==> src/rtl/phy_cfg_pkg.sv <==
package phy_cfg_pkg;

  localparam int CR_AW     = 16;
  localparam int CR_DW     = 16;
  localparam int LREG_W    = 32;
  localparam int LREG_N    = 3;
  localparam int NUM_STEPS = 5;
  localparam int STEP_IW   = $clog2(NUM_STEPS);

  typedef enum logic [1:0] {
    CMD_INIT    = 2'd0,
    CMD_PWR_ON  = 2'd1,
    CMD_PWR_OFF = 2'd2,
    CMD_RESET   = 2'd3
  } cmd_e;

  typedef struct packed {
    logic [CR_AW-1:0] addr;
    logic [CR_DW-1:0] mask;
    logic [CR_DW-1:0] val;
  } rmw_step_t;

  // local register 0: lane protocol select and power state
  localparam logic [LREG_W-1:0] SEL_MASK    = LREG_W'(32'h3) << 5;
  localparam logic [LREG_W-1:0] SEL_USB3    = LREG_W'(32'h3) << 5;
  localparam logic [LREG_W-1:0] PWR_MASK    = LREG_W'(32'h1F);
  localparam logic [LREG_W-1:0] PWR_ON_VAL  = LREG_W'(32'h1C);
  localparam logic [LREG_W-1:0] PWR_OFF_VAL = LREG_W'(32'h1D);
  // local register 1: loss-of-signal bias (23:21) and level (20:16)
  localparam logic [LREG_W-1:0] LOS_MASK    = LREG_W'(32'hFF) << 16;
  localparam logic [LREG_W-1:0] LOS_VAL     = (LREG_W'(32'd4) << 21) | (LREG_W'(32'd9) << 16);
  // local register 2: transmit boost level (20:18)
  localparam logic [LREG_W-1:0] BOOST_MASK  = LREG_W'(32'h7) << 18;
  localparam logic [LREG_W-1:0] BOOST_VAL   = LREG_W'(32'd4) << 18;

  // ordered bus update list; the order is part of the behaviour
  function automatic rmw_step_t step_entry(input logic [STEP_IW-1:0] idx);
    rmw_step_t s;
    case (idx)
      STEP_IW'(0): s = '{addr: 16'h102D, mask: 16'h0080, val: 16'h0080};
      STEP_IW'(1): s = '{addr: 16'h1010, mask: 16'h0FF0, val: 16'd20};
      STEP_IW'(2): s = '{addr: 16'h1006, mask: 16'h0FC0, val: 16'h0B80};
      STEP_IW'(3): s = '{addr: 16'h1002, mask: 16'h7FFF, val: 16'h4B7F};
      STEP_IW'(4): s = '{addr: 16'h0030, mask: 16'h00F0, val: 16'h0080};
      default:     s = '0;
    endcase
    return s;
  endfunction

endpackage

==> src/rtl/phy_cfg_lregs.sv <==
module phy_cfg_lregs #(
  parameter int W = 32,
  parameter int N = 3,
  parameter logic [N-1:0][W-1:0] INIT = '0
) (
  input  logic                clk,
  input  logic                rst,
  input  logic [N-1:0][W-1:0] wmask_i,
  input  logic [N-1:0][W-1:0] wval_i,
  output logic [N-1:0][W-1:0] q_o
);

  for (genvar g = 0; g < N; g++) begin : g_reg
    always_ff @(posedge clk) begin
      if (rst) begin
        q_o[g] <= INIT[g];
      end else begin
        q_o[g] <= (q_o[g] & ~wmask_i[g]) | (wval_i[g] & wmask_i[g]);
      end
    end
  end

endmodule

==> src/rtl/phy_cfg_timer.sv <==
module phy_cfg_timer #(
  parameter int TW = 16
) (
  input  logic          clk,
  input  logic          rst,
  input  logic          clear_i,
  input  logic          en_i,
  input  logic [TW-1:0] limit_i,
  output logic          hit_o
);

  logic [TW-1:0] cnt;

  assign hit_o = en_i && (cnt == limit_i - TW'(1));

  always_ff @(posedge clk) begin
    if (rst || clear_i || hit_o) begin
      cnt <= '0;
    end else if (en_i) begin
      cnt <= cnt + TW'(1);
    end
  end

endmodule

==> src/rtl/phy_cfg_rmw.sv <==
module phy_cfg_rmw #(
  parameter int AW = 16,
  parameter int DW = 16
) (
  input  logic          clk,
  input  logic          rst,
  input  logic          go_i,
  input  logic [AW-1:0] addr_i,
  input  logic [DW-1:0] mask_i,
  input  logic [DW-1:0] val_i,
  output logic          req_o,
  output logic          we_o,
  output logic [AW-1:0] addr_o,
  output logic [DW-1:0] wdata_o,
  input  logic          ack_i,
  input  logic          err_i,
  input  logic [DW-1:0] rdata_i,
  output logic          done_o,
  output logic          err_o
);

  typedef enum logic [1:0] {E_IDLE, E_RD, E_WR} eng_st_e;

  eng_st_e       st;
  logic [DW-1:0] mask_q;
  logic [DW-1:0] val_q;

  always_ff @(posedge clk) begin
    if (rst) begin
      st      <= E_IDLE;
      req_o   <= 1'b0;
      we_o    <= 1'b0;
      addr_o  <= '0;
      wdata_o <= '0;
      mask_q  <= '0;
      val_q   <= '0;
      done_o  <= 1'b0;
      err_o   <= 1'b0;
    end else begin
      done_o <= 1'b0;
      err_o  <= 1'b0;
      case (st)
        E_IDLE: begin
          if (go_i) begin
            addr_o  <= addr_i;
            mask_q  <= mask_i;
            val_q   <= val_i & mask_i;
            req_o   <= 1'b1;
            we_o    <= 1'b0;
            wdata_o <= '0;
            st      <= E_RD;
          end
        end
        E_RD: begin
          if (ack_i) begin
            if (err_i) begin
              req_o <= 1'b0;
              err_o <= 1'b1;
              st    <= E_IDLE;
            end else begin
              we_o    <= 1'b1;
              wdata_o <= (rdata_i & ~mask_q) | val_q;
              st      <= E_WR;
            end
          end
        end
        E_WR: begin
          if (ack_i) begin
            req_o  <= 1'b0;
            we_o   <= 1'b0;
            err_o  <= err_i;
            done_o <= !err_i;
            st     <= E_IDLE;
          end
        end
        default: st <= E_IDLE;
      endcase
    end
  end

endmodule

==> src/rtl/phy_cfg_seq.sv <==
module phy_cfg_seq
  import phy_cfg_pkg::*;
#(
  parameter int                HOLD_CYCLES   = 50000,
  parameter int                SETTLE_CYCLES = 50000,
  parameter logic [LREG_W-1:0] LREG0_INIT    = '0,
  parameter logic [LREG_W-1:0] LREG1_INIT    = '0,
  parameter logic [LREG_W-1:0] LREG2_INIT    = '0
) (
  input  logic              clk,
  input  logic              rst,
  input  logic              start_i,
  input  logic              mode_i,
  input  logic [1:0]        cmd_i,
  output logic              busy_o,
  output logic              done_o,
  output logic              error_o,
  output logic              phy_rst_o,
  output logic              cr_req_o,
  output logic              cr_we_o,
  output logic [CR_AW-1:0]  cr_addr_o,
  output logic [CR_DW-1:0]  cr_wdata_o,
  input  logic              cr_ack_i,
  input  logic              cr_err_i,
  input  logic [CR_DW-1:0]  cr_rdata_i,
  output logic [LREG_W-1:0] lreg0_o,
  output logic [LREG_W-1:0] lreg1_o,
  output logic [LREG_W-1:0] lreg2_o
);

  localparam int MAX_WAIT = (HOLD_CYCLES > SETTLE_CYCLES) ? HOLD_CYCLES : SETTLE_CYCLES;
  localparam int TW       = $clog2(MAX_WAIT + 1);
  localparam logic [STEP_IW-1:0] LAST_STEP = STEP_IW'(NUM_STEPS - 1);

  typedef enum logic [3:0] {
    S_IDLE, S_SWITCH, S_ISSUE, S_WAIT, S_LOCAL, S_PWR, S_NOP, S_HOLD, S_SETTLE
  } seq_st_e;

  seq_st_e              state;
  cmd_e                 cmd_q;
  logic [STEP_IW-1:0]   step;
  rmw_step_t            cur;
  logic                 eng_done;
  logic                 eng_err;
  logic                 tmr_hit;
  logic                 tmr_en;
  logic [TW-1:0]        tmr_limit;
  logic [LREG_N-1:0][LREG_W-1:0] lw_mask;
  logic [LREG_N-1:0][LREG_W-1:0] lw_val;
  logic [LREG_N-1:0][LREG_W-1:0] lq;

  assign cur = step_entry(step);

  phy_cfg_rmw #(.AW(CR_AW), .DW(CR_DW)) u_rmw (
    .clk     (clk),
    .rst     (rst),
    .go_i    (state == S_ISSUE),
    .addr_i  (cur.addr),
    .mask_i  (cur.mask),
    .val_i   (cur.val),
    .req_o   (cr_req_o),
    .we_o    (cr_we_o),
    .addr_o  (cr_addr_o),
    .wdata_o (cr_wdata_o),
    .ack_i   (cr_ack_i),
    .err_i   (cr_err_i),
    .rdata_i (cr_rdata_i),
    .done_o  (eng_done),
    .err_o   (eng_err)
  );

  assign tmr_en    = (state == S_HOLD) || (state == S_SETTLE);
  assign tmr_limit = (state == S_HOLD) ? TW'(HOLD_CYCLES) : TW'(SETTLE_CYCLES);

  phy_cfg_timer #(.TW(TW)) u_timer (
    .clk     (clk),
    .rst     (rst),
    .clear_i (state == S_IDLE),
    .en_i    (tmr_en),
    .limit_i (tmr_limit),
    .hit_o   (tmr_hit)
  );

  always_comb begin
    lw_mask = '0;
    lw_val  = '0;
    case (state)
      S_SWITCH: begin
        lw_mask[0] = SEL_MASK;
        lw_val[0]  = SEL_USB3;
      end
      S_PWR: begin
        lw_mask[0] = PWR_MASK;
        lw_val[0]  = (cmd_q == CMD_PWR_ON) ? PWR_ON_VAL : PWR_OFF_VAL;
      end
      S_LOCAL: begin
        lw_mask[2] = BOOST_MASK;
        lw_val[2]  = BOOST_VAL;
        lw_mask[1] = LOS_MASK;
        lw_val[1]  = LOS_VAL;
      end
      default: ;
    endcase
  end

  phy_cfg_lregs #(
    .W    (LREG_W),
    .N    (LREG_N),
    .INIT ({LREG2_INIT, LREG1_INIT, LREG0_INIT})
  ) u_lregs (
    .clk     (clk),
    .rst     (rst),
    .wmask_i (lw_mask),
    .wval_i  (lw_val),
    .q_o     (lq)
  );

  assign lreg0_o = lq[0];
  assign lreg1_o = lq[1];
  assign lreg2_o = lq[2];

  always_ff @(posedge clk) begin
    if (rst) begin
      state     <= S_IDLE;
      cmd_q     <= CMD_INIT;
      step      <= '0;
      busy_o    <= 1'b0;
      done_o    <= 1'b0;
      error_o   <= 1'b0;
      phy_rst_o <= 1'b0;
    end else begin
      done_o <= 1'b0;
      case (state)
        S_IDLE: begin
          if (start_i) begin
            busy_o  <= 1'b1;
            error_o <= 1'b0;
            cmd_q   <= cmd_e'(cmd_i);
            step    <= '0;
            if (!mode_i) begin
              state <= (cmd_e'(cmd_i) == CMD_INIT) ? S_SWITCH : S_NOP;
            end else begin
              case (cmd_e'(cmd_i))
                CMD_PWR_ON, CMD_PWR_OFF: state <= S_PWR;
                CMD_RESET: begin
                  phy_rst_o <= 1'b1;
                  state     <= S_HOLD;
                end
                default: state <= S_NOP;
              endcase
            end
          end
        end
        S_SWITCH: state <= S_ISSUE;
        S_ISSUE:  state <= S_WAIT;
        S_WAIT: begin
          if (eng_err) begin
            error_o <= 1'b1;
            done_o  <= 1'b1;
            busy_o  <= 1'b0;
            state   <= S_IDLE;
          end else if (eng_done) begin
            if (step == LAST_STEP) begin
              state <= S_LOCAL;
            end else begin
              step  <= step + STEP_IW'(1);
              state <= S_ISSUE;
            end
          end
        end
        S_LOCAL, S_PWR, S_NOP: begin
          done_o <= 1'b1;
          busy_o <= 1'b0;
          state  <= S_IDLE;
        end
        S_HOLD: begin
          if (tmr_hit) begin
            phy_rst_o <= 1'b0;
            state     <= S_SETTLE;
          end
        end
        S_SETTLE: begin
          if (tmr_hit) begin
            done_o <= 1'b1;
            busy_o <= 1'b0;
            state  <= S_IDLE;
          end
        end
        default: state <= S_IDLE;
      endcase
    end
  end

endmodule

==> config.mk <==
export PLATFORM = sky130hd
export DESIGN_NAME = phy_cfg_seq
export DESIGN_NICKNAME = d
export VERILOG_FILES = /design/src/rtl/phy_cfg_pkg.sv /design/src/rtl/phy_cfg_lregs.sv /design/src/rtl/phy_cfg_timer.sv /design/src/rtl/phy_cfg_rmw.sv /design/src/rtl/phy_cfg_seq.sv
export SDC_FILE = /design/constraint.sdc
export NUM_CORES = 1
export LEC_CHECK = 0
export ABC_CLOCK_PERIOD_IN_PS = 2670
export BUFFER_PORTS_ARGS = -buffer_cell sky130_fd_sc_hd__buf_2
export CORE_ASPECT_RATIO = 0.6
export CORE_UTILIZATION = 40
export DETAILED_ROUTE_END_ITERATION = 10
export PLACE_DENSITY_LB_ADDON = 0.08
export REMOVE_ABC_BUFFERS = 1
export SYNTH_ARGS = -nofsm -noshare
export SYNTH_HDL_FRONTEND = slang
export SYNTH_SLANG_ARGS = --single-unit
==> constraint.sdc <==
create_clock -name clk -period 2.67 [get_ports clk]
set_input_delay 0.267 -clock clk [delete_from_list [all_inputs] [get_ports clk]]
set_output_delay 0.267 -clock clk [all_outputs]
set_load 0.05 [all_outputs]
==> summary by stage, run 1 <==
Yosys
The total standard cell area after synthesis is 0.00450 mm². The synthesized netlist cell count is 523. Sequential cells were found to cover 37.9% of the synthesized design area.

By area the synthesized netlist is led by dfxtp_1 38%, buf_4 15%, a21oi_1 5.1%, nor2_1 4.4%, ha_1 3.9%. The most used flip-flop cell after synthesis is dfxtp_1. The fraction of post-synthesis cell area in the top cell type by area is 37.9%. The cell taking the most area after synthesis is dfxtp_1. The most common cell in the synthesized netlist is buf_4. The number of enable-type register cells in the synthesized netlist is 0.

After synthesis, the netlist uses 62 different library cells. The share of synthesized flip-flops with an asynchronous set or reset is 0%. The synthesized design contains 85 register bits. The commonest cells after synthesis are 91 x buf_4, 85 x dfxtp_1, 53 x nor2_1. After synthesis, the mean cell area works out to 8.60 µm². The synthesis warning total is 0.

Power and ir drop
The proportion of total power due to net switching is 43.0%. Sequential cells account for 33.7% of the total power. Combinational logic burns 38.6% of the power. The ratio of total power to cell area is 954 mW/mm². The post-route total power is 4.69 mW. The internal power of the cells totals 2.67 mW. Across the VDD grid, the largest voltage drop is 0.000537 V. The clock network accounts for 27.7% of the total power. For this design the total switching power over the nets is 2.02 mW. Summed over all cells, the static leakage comes to 2.08 nW.

Worst setup path
The critical-path maximum fanout is 16. The critical path is of the flip-flop to flip-flop type. The cell family contributing the most delay on the critical path is simple AND/OR/NAND/NOR gates.

The data arrival time of the worst path is 2.43 ns. The worst setup path is launched from a flip-flop. STA puts the critical path data required time at 2.89 ns.

The critical path goes through or4b_1 -> a22o_1 -> a221oi_1 -> nor3_1. The cell with the largest stage delay on the worst path is or4b_1. Together, buffers and inverters on the worst path number 0. The worst setup path is captured at a flip-flop. The worst stage delay on the critical path is 0.78 ns. The setup check on the worst reg-to-reg path leaves a slack of 0.46 ns.

STA
The final hold violation count was 0. Setup violations remaining at the end of the flow were counted as 0. The headroom to the max-slew limit is 49.8%.

The worst clock skew is 0.00563 ns. For the pin with the worst max-slew slack, the measured transition is 0.747 ns. Setup repair after global routing left no endpoint under its margin.

The final cycle utilization of the critical path is 82.7%. Setup slack closes at 0.462 ns. Setup total negative slack on the finished layout was measured at 0 ns. The worst path needs 2.21 ns of the cycle, external delays included. The upper clock frequency limit is 453 MHz.

The total count of max-transition violations in the final report came to 0.

Floorplanning
Measured along the x axis, the die boundary spans 139 µm. The effective utilization at floorplan is 41.9%. Pin placement for this block handled 158 I/O pins. In this run the standard cell core region covers 0.0107 mm². The floorplan die area is 0.0117 mm². The floorplan step set the die height to 84.1 µm. The row count is 29.

Clock tree
In this run the number of H-tree levels came out at 3. After clock tree synthesis, the clock-pin slew on the worst setup and hold paths is 0.06 ns. In this run, CTS created clock tree buffers numbering 9. The longest clock path from root to sink contains 2 buffers.

For this design, the CTS-stage hold fixing added 0 buffers. The insertion delay of the later-clocked pin in the worst-skew pair is 0.33 ns. The root buffer cell chosen for the clock tree is clkbuf_16.

CTS saw 85 sinks. After clock tree synthesis, the repair step resized 0 gates. The post-CTS setup buffer count is 0.

TritonCTS built the clock tree.

Placement
The total of buffers placed on input and output ports is 70. The HPWL after detailed placement is 7030 µm. The routability congestion estimate from global placement is 0.773. The worst setup slack before clock tree synthesis is 0.446 ns.

Drt
The post-route DRC violation count is 8. The total iterations of the first detailed-routing run is 11. The violation count after the first detailed-route iteration is 164. The post-detailed-route count of antenna-violating nets is 0.

The routed wire length per instance is 13.2 µm. For this block, the via count after detailed routing is 3486. The ratio of routed vias to standard cells is 4.79. The final layout contains routed wiring with a total length of 9640 µm.

GRT
The via count of the first global-routing pass is 3070. Global routing consumed, over all layers together, 16.7% of the routing resources. The total congestion overflow after global routing is 0. The first global-routing pass estimated 15500 µm of wire.

The maximum number of pins on one net before global-route repair is 24. The initial antenna violation count was 0.

Min path
The path class of the tightest hold or removal check is input pin to flip-flop.

Layout
The end-of-flow core utilization is 45.8%. The number of antenna cells inserted is 0. Compared with the post-synthesis result, the final layout area differs by 9.46%. In the final layout, the share of cells above drive strength 1 is 17.5%. The count of nets after finishing is 622.

Run
The count of maximum capacitance violations is 0.

Status
The flow ran to the end, but the final reports show violations. The final reports fail on design-rule violations.
## layer usage
| metal | GRT usage [%] | part of all wire (%) |
|---|---|---|
| met3 | 5.22 | 7.3 |
| met4 | 3.33 | 0.48 |
| met1 | 25.4 | 55 |
| met2 | 22.5 | 38 |
| met5 | 0 | 0 |
## layout make-up
cell class	count	area, µm²
clock inverters	3	42.5
flip-flops and latches	85	1700
inverters	17	63.8
fillers	1063	5820
multi-input cells	392	2250
well taps	139	174
repair buffers	79	418
clock buffers	13	270
## path summary, 6_finish.rpt
check                                               startpoint                        endpoint  depth (start not counted)
worst min-delay path                                  cr_err_i         u_rmw.done_o$_SDFF_PP0_                          2
worst max-delay path                     state[2]$_SDFFE_PP0P_   u_rmw.wdata_o[9]$_SDFFE_PP0P_                          4
worst max register to register           state[2]$_SDFFE_PP0P_   u_rmw.wdata_o[9]$_SDFFE_PP0P_                          4
worst min register to register  u_rmw.wdata_o[13]$_SDFFE_PP0P_  u_rmw.wdata_o[13]$_SDFFE_PP0P_                          2
## power by group through the flow
stage	logic, mW	clock network [mW]	registers [mW]
finish	1.81	1.30	1.58
global route	1.96	1.39	1.61
CTS	1.82	1.33	1.58
detailed placement	1.81	0	1.60
global placement	1.80	0	1.60
floorplan	0.970	0	2.03
## metrics by stage
stage | instances | cell area, µm² | hold WS (ns)
after floorplan | 494 | 4020 | 0.336
after global placement | 712 | 4610 | 0.438
after detailed placement | 712 | 4610 | 0.439
after CTS | 728 | 4920 | 0.177
after global routing | 728 | 4920 | 0.189
final | 728 | 4920 | 0.184
## logic make-up (layout without fill, tap and decap cells)
| logic type | after synthesis | count (layout) | synth area share (%) |
|---|---|---|---|
| AO/OA/AOI/OAI | 110 | 110 | 16.6 |
| flip-flops | 85 | 85 | 37.9 |
| XOR/XNOR | 6 | 6 | 1.17 |
| other | 1 | 87 | 0.0834 |
| AND/OR/NAND/NOR | 172 | 172 | 20.5 |
| adder cells (fa/ha/maj) | 14 | 14 | 3.90 |
| buffers and inverters | 132 | 112 | 19.3 |
| multiplexers | 3 | 3 | 0.668 |
## registers in the layout, indices dropped and copies added, names as in the netlist, 2 cells and up, named ones only
name and flops:
u_rmw.st 2, u_rmw.mask_q 5, step 3, u_rmw.val_q 6, u_rmw.wdata_o 16, state 4, u_rmw.addr_o 5, u_lregs.q_o 17
cmd_q 2, u_timer.cnt 16
## cells in the final DEF (no fill, tap or decap), drive strengths merged, types with 3 or more instances in the layout
cell    count
conb       87
dfxtp      85
buf        79
nor2       53
a21oi      46
nand2      32
inv        17
nor3       16
ha         14
clkbuf     13
o21ai      12
nor2b      10
o211ai     10
nand3      10
and2        9
a211oi      7
or4         7
o31ai       6
nand2b      5
a221oi      5
xor2        5
a22oi       4
nor4        4
nor4bb      3
and4b       3
a211o       3
mux2i       3
or3         3
Power figures use the tool's default switching activity.
==> run 2, diff against run 1 <==
Settings changed: ABC_CLOCK_PERIOD_IN_PS 2670 to 2200.
Clock period 2.67 ns to 2.2 ns, I/O delays scaled along.
==> summary by stage, run 2 (synthesized netlist as in run 1, its figures left out) <==
Power and ir drop
Combinational logic is responsible for 38.8% of the overall power. Net switching is 41.2% of the power. In this run the power spent charging and discharging nets is 2.48 mW. The ratio of total power to cell area is 1200 mW/mm². Per report_power, the clock group accounts for 29.3% of the total.

The internal cell power is 3.55 mW. VDD sags by at most 0.000701 V. The leakage power summed over all cells is 2.15 nW. The sequential cell fraction of total power is 31.8%.

Drt
The highest metal layer with signal wires is met4. The post-detailed-route count of antenna-violating nets is 0. The first routing iteration left 239 violations. The wire length after detailed routing is 9690 µm. The total routed wire length on the met1 layer is 5260 µm.

Using the TritonRoute via totals, the vias-per-cell ratio works out to 4.85. After detailed routing, the average wire length per cell comes to 13.1 µm. Summed over all nets, wire length on met2 after detailed routing comes to 3590 µm. Across all layers, the routed design uses 3572 vias. After detailed routing, the number of remaining DRC violations is 7. The met3 wire length is 756 µm. The pre-antenna-repair detailed-routing pass consisted of 9 iterations.

Worst setup path
The cell with the largest stage delay on the worst path is or4b_1. Together, buffers and inverters on the worst path number 1. The family with the most delay on the worst path is compound AO/OA/AOI/OAI gates. At the worst endpoint, the required time is 2.47 ns. Along the worst path, the maximum fanout reaches 15. Walking the worst path, the cells encountered are or4b_1 -> buf_4 -> a22oi_4 -> o211ai_1 -> a21oi_1.

The critical path startpoint category is a flip-flop. At the worst endpoint, the arrival time is 2.28 ns. The worst setup path is captured at a flip-flop. In this design, the stage delay of the slowest critical-path cell is 0.52 ns. The category of the most critical setup path is flip-flop to flip-flop.

STA
The upper clock frequency limit is 497 MHz. The worst clock skew is 0.00669 ns. The final setup TNS is 0 ns. The final hold violation count is 0.

The headroom to the max-slew limit is 60.1%. The final cycle utilization of the critical path is 91.5%. The transition at the pin with the smallest max-transition slack is 0.596 ns. Setup violations remaining at the end of the flow were counted as 0. Setup repair after global routing left no endpoint under its margin. The total count of max-transition violations in the final report is 0. The time the final worst path needs with I/O delays and setup is 2.01 ns.

Clock tree
The later pin in the worst-skew pair is clocked with a latency of 0.34 ns. Clock tree synthesis inserted a total of 9 buffers. The H-tree depth is 3. The number of buffers added to fix hold violations after cts is 0. TritonCTS built the clock tree. The cell sitting at the root of the clock tree is a clkbuf_16. The buffer levels on the longest clock path is 2. The clock-pin transition on the worst setup and hold timing paths is 0.06 ns.

The clock sink count is 85.

GRT
The maximum number of pins on one net before global-route repair is 32. The first global-routing pass estimated 15700 µm of wire. The global routing usage summed across all routing layers is 17.0%.

The initial antenna violation count came to 0. The via count of the first global-routing pass was 3036. Global routing finished with a remaining overflow of 0.

Layout
The library cells used most frequently in the layout, excluding fill and tap cells, are 87 x conb_1, 83 x dfxtp_1, 70 x buf_2. The number of antenna cells inserted is 0. The largest registers in the layout are u_lregs.q_o x17, u_rmw.wdata_o x16, u_timer.cnt x16. The number of flip-flops under the largest register name is 17. After the last flow step, the layout net total stands at 632. The non-filler instance count after layout is 737. The proportion of layout cells with a drive suffix above 1 is 19.2%.

The commonest non-fill, non-tap cell in the layout is conb_1. The top register by number of flip-flops is u_lregs.q_o. Compared with the post-synthesis result, the final layout area differs by 12.0%.

Status
The flow ran to the end, but the final reports show violations. The final reports fail on design-rule violations.

Floorplanning
The number of primary I/O pins is 158. The floorplan has 29 rows. The floorplan die area is 0.0117 mm². The die is 139 µm wide. The chip height is 84.1 µm. The effective utilization at floorplan is 41.9%. The placeable core region is 0.0107 mm².

Min path
The class of the tightest hold or removal check is input pin to flip-flop.

Placement
In this run the tool buffered the top-level ports with 70 buffer cells. The routability congestion estimate from global placement is 0.798. The HPWL after detailed placement is 7200 µm.

Counting tap cells, the placed design contains a total of 722 instances.

Run
The count of maximum capacitance violations is 0.
run 2: changes by cell type in the layout (fill, tap and decap cells not counted), sizes merged:
| cell | previous run | this run |
|---|---|---|
| bufinv | 1 | 3 |
| clkinvlp | 1 | 0 |
| buf | 79 | 89 |
| clkbuf | 13 | 11 |
run 2: power by group through the flow:
stage | registers [mW] | logic [mW] | clock network (mW)
final | 1.92 | 2.34 | 1.77
after global routing | 1.95 | 2.53 | 1.90
after CTS | 1.92 | 2.33 | 1.82
after detailed placement | 1.94 | 2.33 | 0
after global placement | 1.94 | 2.31 | 0
after floorplan | 2.46 | 1.18 | 0
run 2: metal layers:
layer / vias to the layer above / global-route usage, %
met4: 0 / 4.85
met5: - / 0
met1: 1628 / 26.3
met3: 8 / 5.45
met2: 149 / 21.6
li1: 1787 / -
run 2: through the flow:
step | worst slack [ns] | utilization [%] | instance area, µm² | hold slack, ns | total power, mW
floorplan | 0.124 | - | 4020 | 0.289 | 3.64
CTS | 0.0364 | 46.8 | 5030 | 0.118 | 6.07
detailed placement | 0.0424 | 43.6 | 4680 | 0.440 | 4.27
global route | 0.0107 | 46.9 | 5030 | 0.142 | 6.37
global placement | 0.129 | 43.6 | 4680 | 0.437 | 4.25
finish | 0.188 | 46.9 | 5030 | 0.129 | 6.03
run 2: path summary, 6_finish.rpt:
path	startpoint	end	slack, ns	depth (start not counted)
min	cr_err_i	u_rmw.done_o$_SDFF_PP0_	0.13	2
max reg2reg	state[1]$_SDFFE_PP0P_	u_rmw.wdata_o[3]$_SDFFE_PP0P_	0.19	5
max	state[1]$_SDFFE_PP0P_	u_rmw.wdata_o[3]$_SDFFE_PP0P_	0.19	5
min reg2reg	u_rmw.addr_o[2]$_SDFFE_PP0P_	u_rmw.addr_o[2]$_SDFFE_PP0P_	0.45	2
run 2: layout make-up:
cell class	instances	area (µm²)
clock inverters	4	95.1
repair buffers	89	493
inverters	17	63.8
flip-flops and latches	85	1700
fillers	1056	5710
well taps	139	174
clock buffers	11	253
multi-input cells	392	2250
run 2: what timing repair did:
item | 4_1_cts | 5_1_grt
resized for setup | 0 | 2
setup buffers | 0 | 0
endpoints found under the setup margin | 0 | 19
endpoints found under the hold margin | 0 | 0
==> run 3, diff against run 2 <==
==> constraint.sdc (replaced) <==
create_clock -name clk -period 2.2 [get_ports clk]
set_input_delay 0.55 -clock clk [delete_from_list [all_inputs] [get_ports clk]]
set_output_delay 0.55 -clock clk [all_outputs]
set_load 0.05 [all_outputs]
==> summary by stage, run 3 (synthesized netlist as in run 1, its figures left out) <==
STA
The number of setup violations in the final report is 0. The final cycle utilization of the critical path is 92.3%. The headroom to the max-slew limit is 51.8%.

For this run, the top clock speed supported by timing is 493 MHz. The worst clock skew is 0.00609 ns. The total count of max-transition violations in the final report came to 0. On the final layout, the worst hold slack is 0.448 ns. The time the final worst path needs with I/O delays and setup is 2.03 ns. Setup repair after global routing left no endpoint under its margin. In the final timing run, aggregate negative setup slack is 0 ns.

The transition at the pin with the smallest max-transition slack is 0.718 ns. The final hold violation count came to 0.

Power and ir drop
The combinational fraction of design power is 40.4%. The proportion of total power due to net switching is 42.2%. The maximum vdd drop is 0.000550 V. Per report_power, the sequential group accounts for 32.4% of the total.

For this design the static power due to leakage is 2.14 nW. The share of total power dissipated in the clock network is 27.2%. Dividing total power by cell area gives a power density of 1180 mW/mm². In this run the power spent charging and discharging nets is 2.49 mW. Cell internal power was estimated by the tool at 3.41 mW.

Worst setup path
The category of the most critical setup path is flip-flop to flip-flop. In this design, the stage delay of the slowest critical-path cell is 0.64 ns. The worst register-to-register path ends at step[2]$_SDFFE_PP0P_. The startpoint of the lowest-slack register-to-register path is state[2]$_SDFFE_PP0P_. The cell family contributing the most delay on the critical path is simple AND/OR/NAND/NOR gates. For the worst flop-to-flop path, the logic depth is 5.

Walking the worst path, the cells encountered are buf_4 -> nor4_2 -> nand2_1 -> a211o_1 -> a21oi_1. Along the worst path, the maximum fanout reaches 8. Together, buffers and inverters on the worst path number 1. The setup check on the worst reg-to-reg path leaves a slack of 0.17 ns. For the worst setup path, the data required time is 2.47 ns.

The critical path startpoint category is a flip-flop. At the worst endpoint, the arrival time is 2.30 ns. The cell with the largest stage delay on the worst path is nor4_2.

The critical path capture point type is a flip-flop.

Min path
In this run the worst hold path is classified as flip-flop to flip-flop. The endpoint of the worst hold path is u_rmw.wdata_o[1]$_SDFFE_PP0P_. The beginning of the worst hold path is u_rmw.wdata_o[1]$_SDFFE_PP0P_. The worst hold path was traced through 2 stages.

Floorplanning
In this run the vertical extent of the chip is 84.1 µm. The die covers 0.0117 mm². The number of primary I/O pins is 158. In this run the horizontal extent of the chip is 139 µm.

The effective utilization at floorplan is 41.9%. Row generation in the floorplan step produced 29 rows. The floorplan step defined a core boundary enclosing 0.0107 mm².

Layout
The end-of-flow core utilization is 46.7%. The top register by number of flip-flops is u_lregs.q_o. The library cells used most frequently in the layout, excluding fill and tap cells, are 87 x conb_1, 85 x dfxtp_1, 70 x buf_2. For this run, the post-layout net count is 634. Leaving out fill and tap cells, the most frequent cell in the layout is conb_1. The number of flip-flops under the largest register name is 17. In the final layout, the share of cells above drive strength 1 is 18.8%.

The repair_antennas step left the layout with diodes totalling 0. The layout has 1046 filler cells. The multi-input combinational cells in the finished layout cover a total of 0.00225 mm².

Compared with the post-synthesis result, the final layout area differs by 11.7%. The sequential cells in the finished layout cover a total of 0.00170 mm². In the final layout, the registers with the most flip-flops are u_lregs.q_o x17, u_rmw.wdata_o x16, u_timer.cnt x16.

GRT
The total overflow left after global routing is 0. The first global-routing pass estimated 15600 µm of wire. The initial antenna violation count is 0. The maximum number of pins on one net before global-route repair is 19. The global routing usage summed across all routing layers is 16.7%.

The via count of the first global-routing pass is 3111.

Clock tree
The clock passes through at most 2 buffers. The H-tree was split into 3 levels. The number of setup buffers added after CTS is 0. The clock sink count is 85.

After clock tree synthesis, the clock-pin slew on the worst setup and hold paths is 0.06 ns. In this run the clock root is driven by a clkbuf_16. TritonCTS built the clock tree. The number of gates resized after CTS was 0. The number of buffers added to fix hold violations after cts is 0. The total clock buffers created by CTS is 9.

The insertion delay of the later-clocked pin in the worst-skew pair is 0.34 ns.

Status
The checks that failed: design-rule violations. The run finished, with violations left.

Placement
At the end of routability-driven placement, the weighted congestion stood at 0.811. Once detailed placement completed, the half-perimeter wirelength came to 7120 µm. In this run the tool buffered the top-level ports with 70 buffer cells.

Drt
The post-detailed-route count of antenna-violating nets is 0. The first TritonRoute pass finished after 11 iterations. In the routed design, unresolved DRC markers number 5. Wires add up to 9680 µm. Using the TritonRoute via totals, the vias-per-cell ratio works out to 4.86. The violation count after the first detailed-route iteration is 168. The routed layout has 3596 vias. The routed wire length per instance is 13.1 µm.

Run
The count of maximum capacitance violations is 0.
==> run 3: cell types whose count changed in the layout (fill, tap and decap cells not counted), sizes merged <==
cell,before,now
buf,89,91
clkbuf,11,12
bufinv,3,2
clkinvlp,0,1
==> run 3: per-stage QoR <==
| stage | worst slack [ns] | power [mW] | cell area [µm²] | instances |
|---|---|---|---|---|
| finish | 0.170 | 5.90 | 5020 | 740 |
| global route | 0.0361 | 6.19 | 5020 | 740 |
| CTS | 0.137 | 5.89 | 5000 | 739 |
| detailed placement | 0.137 | 4.26 | 4690 | 723 |
| global placement | 0.187 | 4.25 | 4690 | 723 |
| floorplan | 0.124 | 3.64 | 4020 | 494 |
==> run 3: final cells by class <==
type	count	area share, %
multi-input combinational	392	44.8
sequential	85	33.9
timing repair buffer	91	10.4
clock buffer	12	4.71
tap	139	3.46
clock inverter	4	1.45
inverter	17	1.27
==> run 3: power groups by stage <==
| stage | sequential (mW) | combinational, mW | clock, mW |
|---|---|---|---|
| after floorplan | 2.46 | 1.18 | 0 |
| after global placement | 1.94 | 2.31 | 0 |
| after detailed placement | 1.94 | 2.32 | 0 |
| after CTS | 1.91 | 2.33 | 1.65 |
| after global routing | 1.94 | 2.54 | 1.70 |
| final | 1.91 | 2.39 | 1.60 |
==> run 3: metal layers <==
layer	GRT usage (%)	wire [µm]	up-vias	part of all wire, %
met3	5.22	765	8	7.9
met1	25.5	5160	1663	53
met4	4.24	80	0	0.83
met2	22.0	3670	141	38
li1	-	-	1784	-
met5	0	0	-	0
==> run 3: how the worst max path moves through the flow <==
stage / start / end / slack, ns / depth (start not counted)
global route: state[2]$_SDFFE_PP0P_ / u_timer.cnt[13]$_SDFFE_PP0P_ / 0.04 / 5
detailed placement: state[1]$_SDFFE_PP0P_ / u_rmw.wdata_o[3]$_SDFFE_PP0P_ / 0.14 / 5
floorplan: state[1]$_SDFFE_PP0P_ / u_rmw.addr_o[4]$_SDFFE_PP0P_ / 0.12 / 4
global placement: state[1]$_SDFFE_PP0P_ / u_rmw.wdata_o[1]$_SDFFE_PP0P_ / 0.19 / 5
finish: state[2]$_SDFFE_PP0P_ / step[2]$_SDFFE_PP0P_ / 0.17 / 5
CTS: state[1]$_SDFFE_PP0P_ / u_rmw.wdata_o[3]$_SDFFE_PP0P_ / 0.14 / 5
==> run 3: worst min-delay path, delay by kind of cell (launching register included) <==
kind	cells	cell delay (ns)
AOI/OAI and AO/OA	1	0.05
and+or+nand+nor	1	0.05
DFF	1	0.30
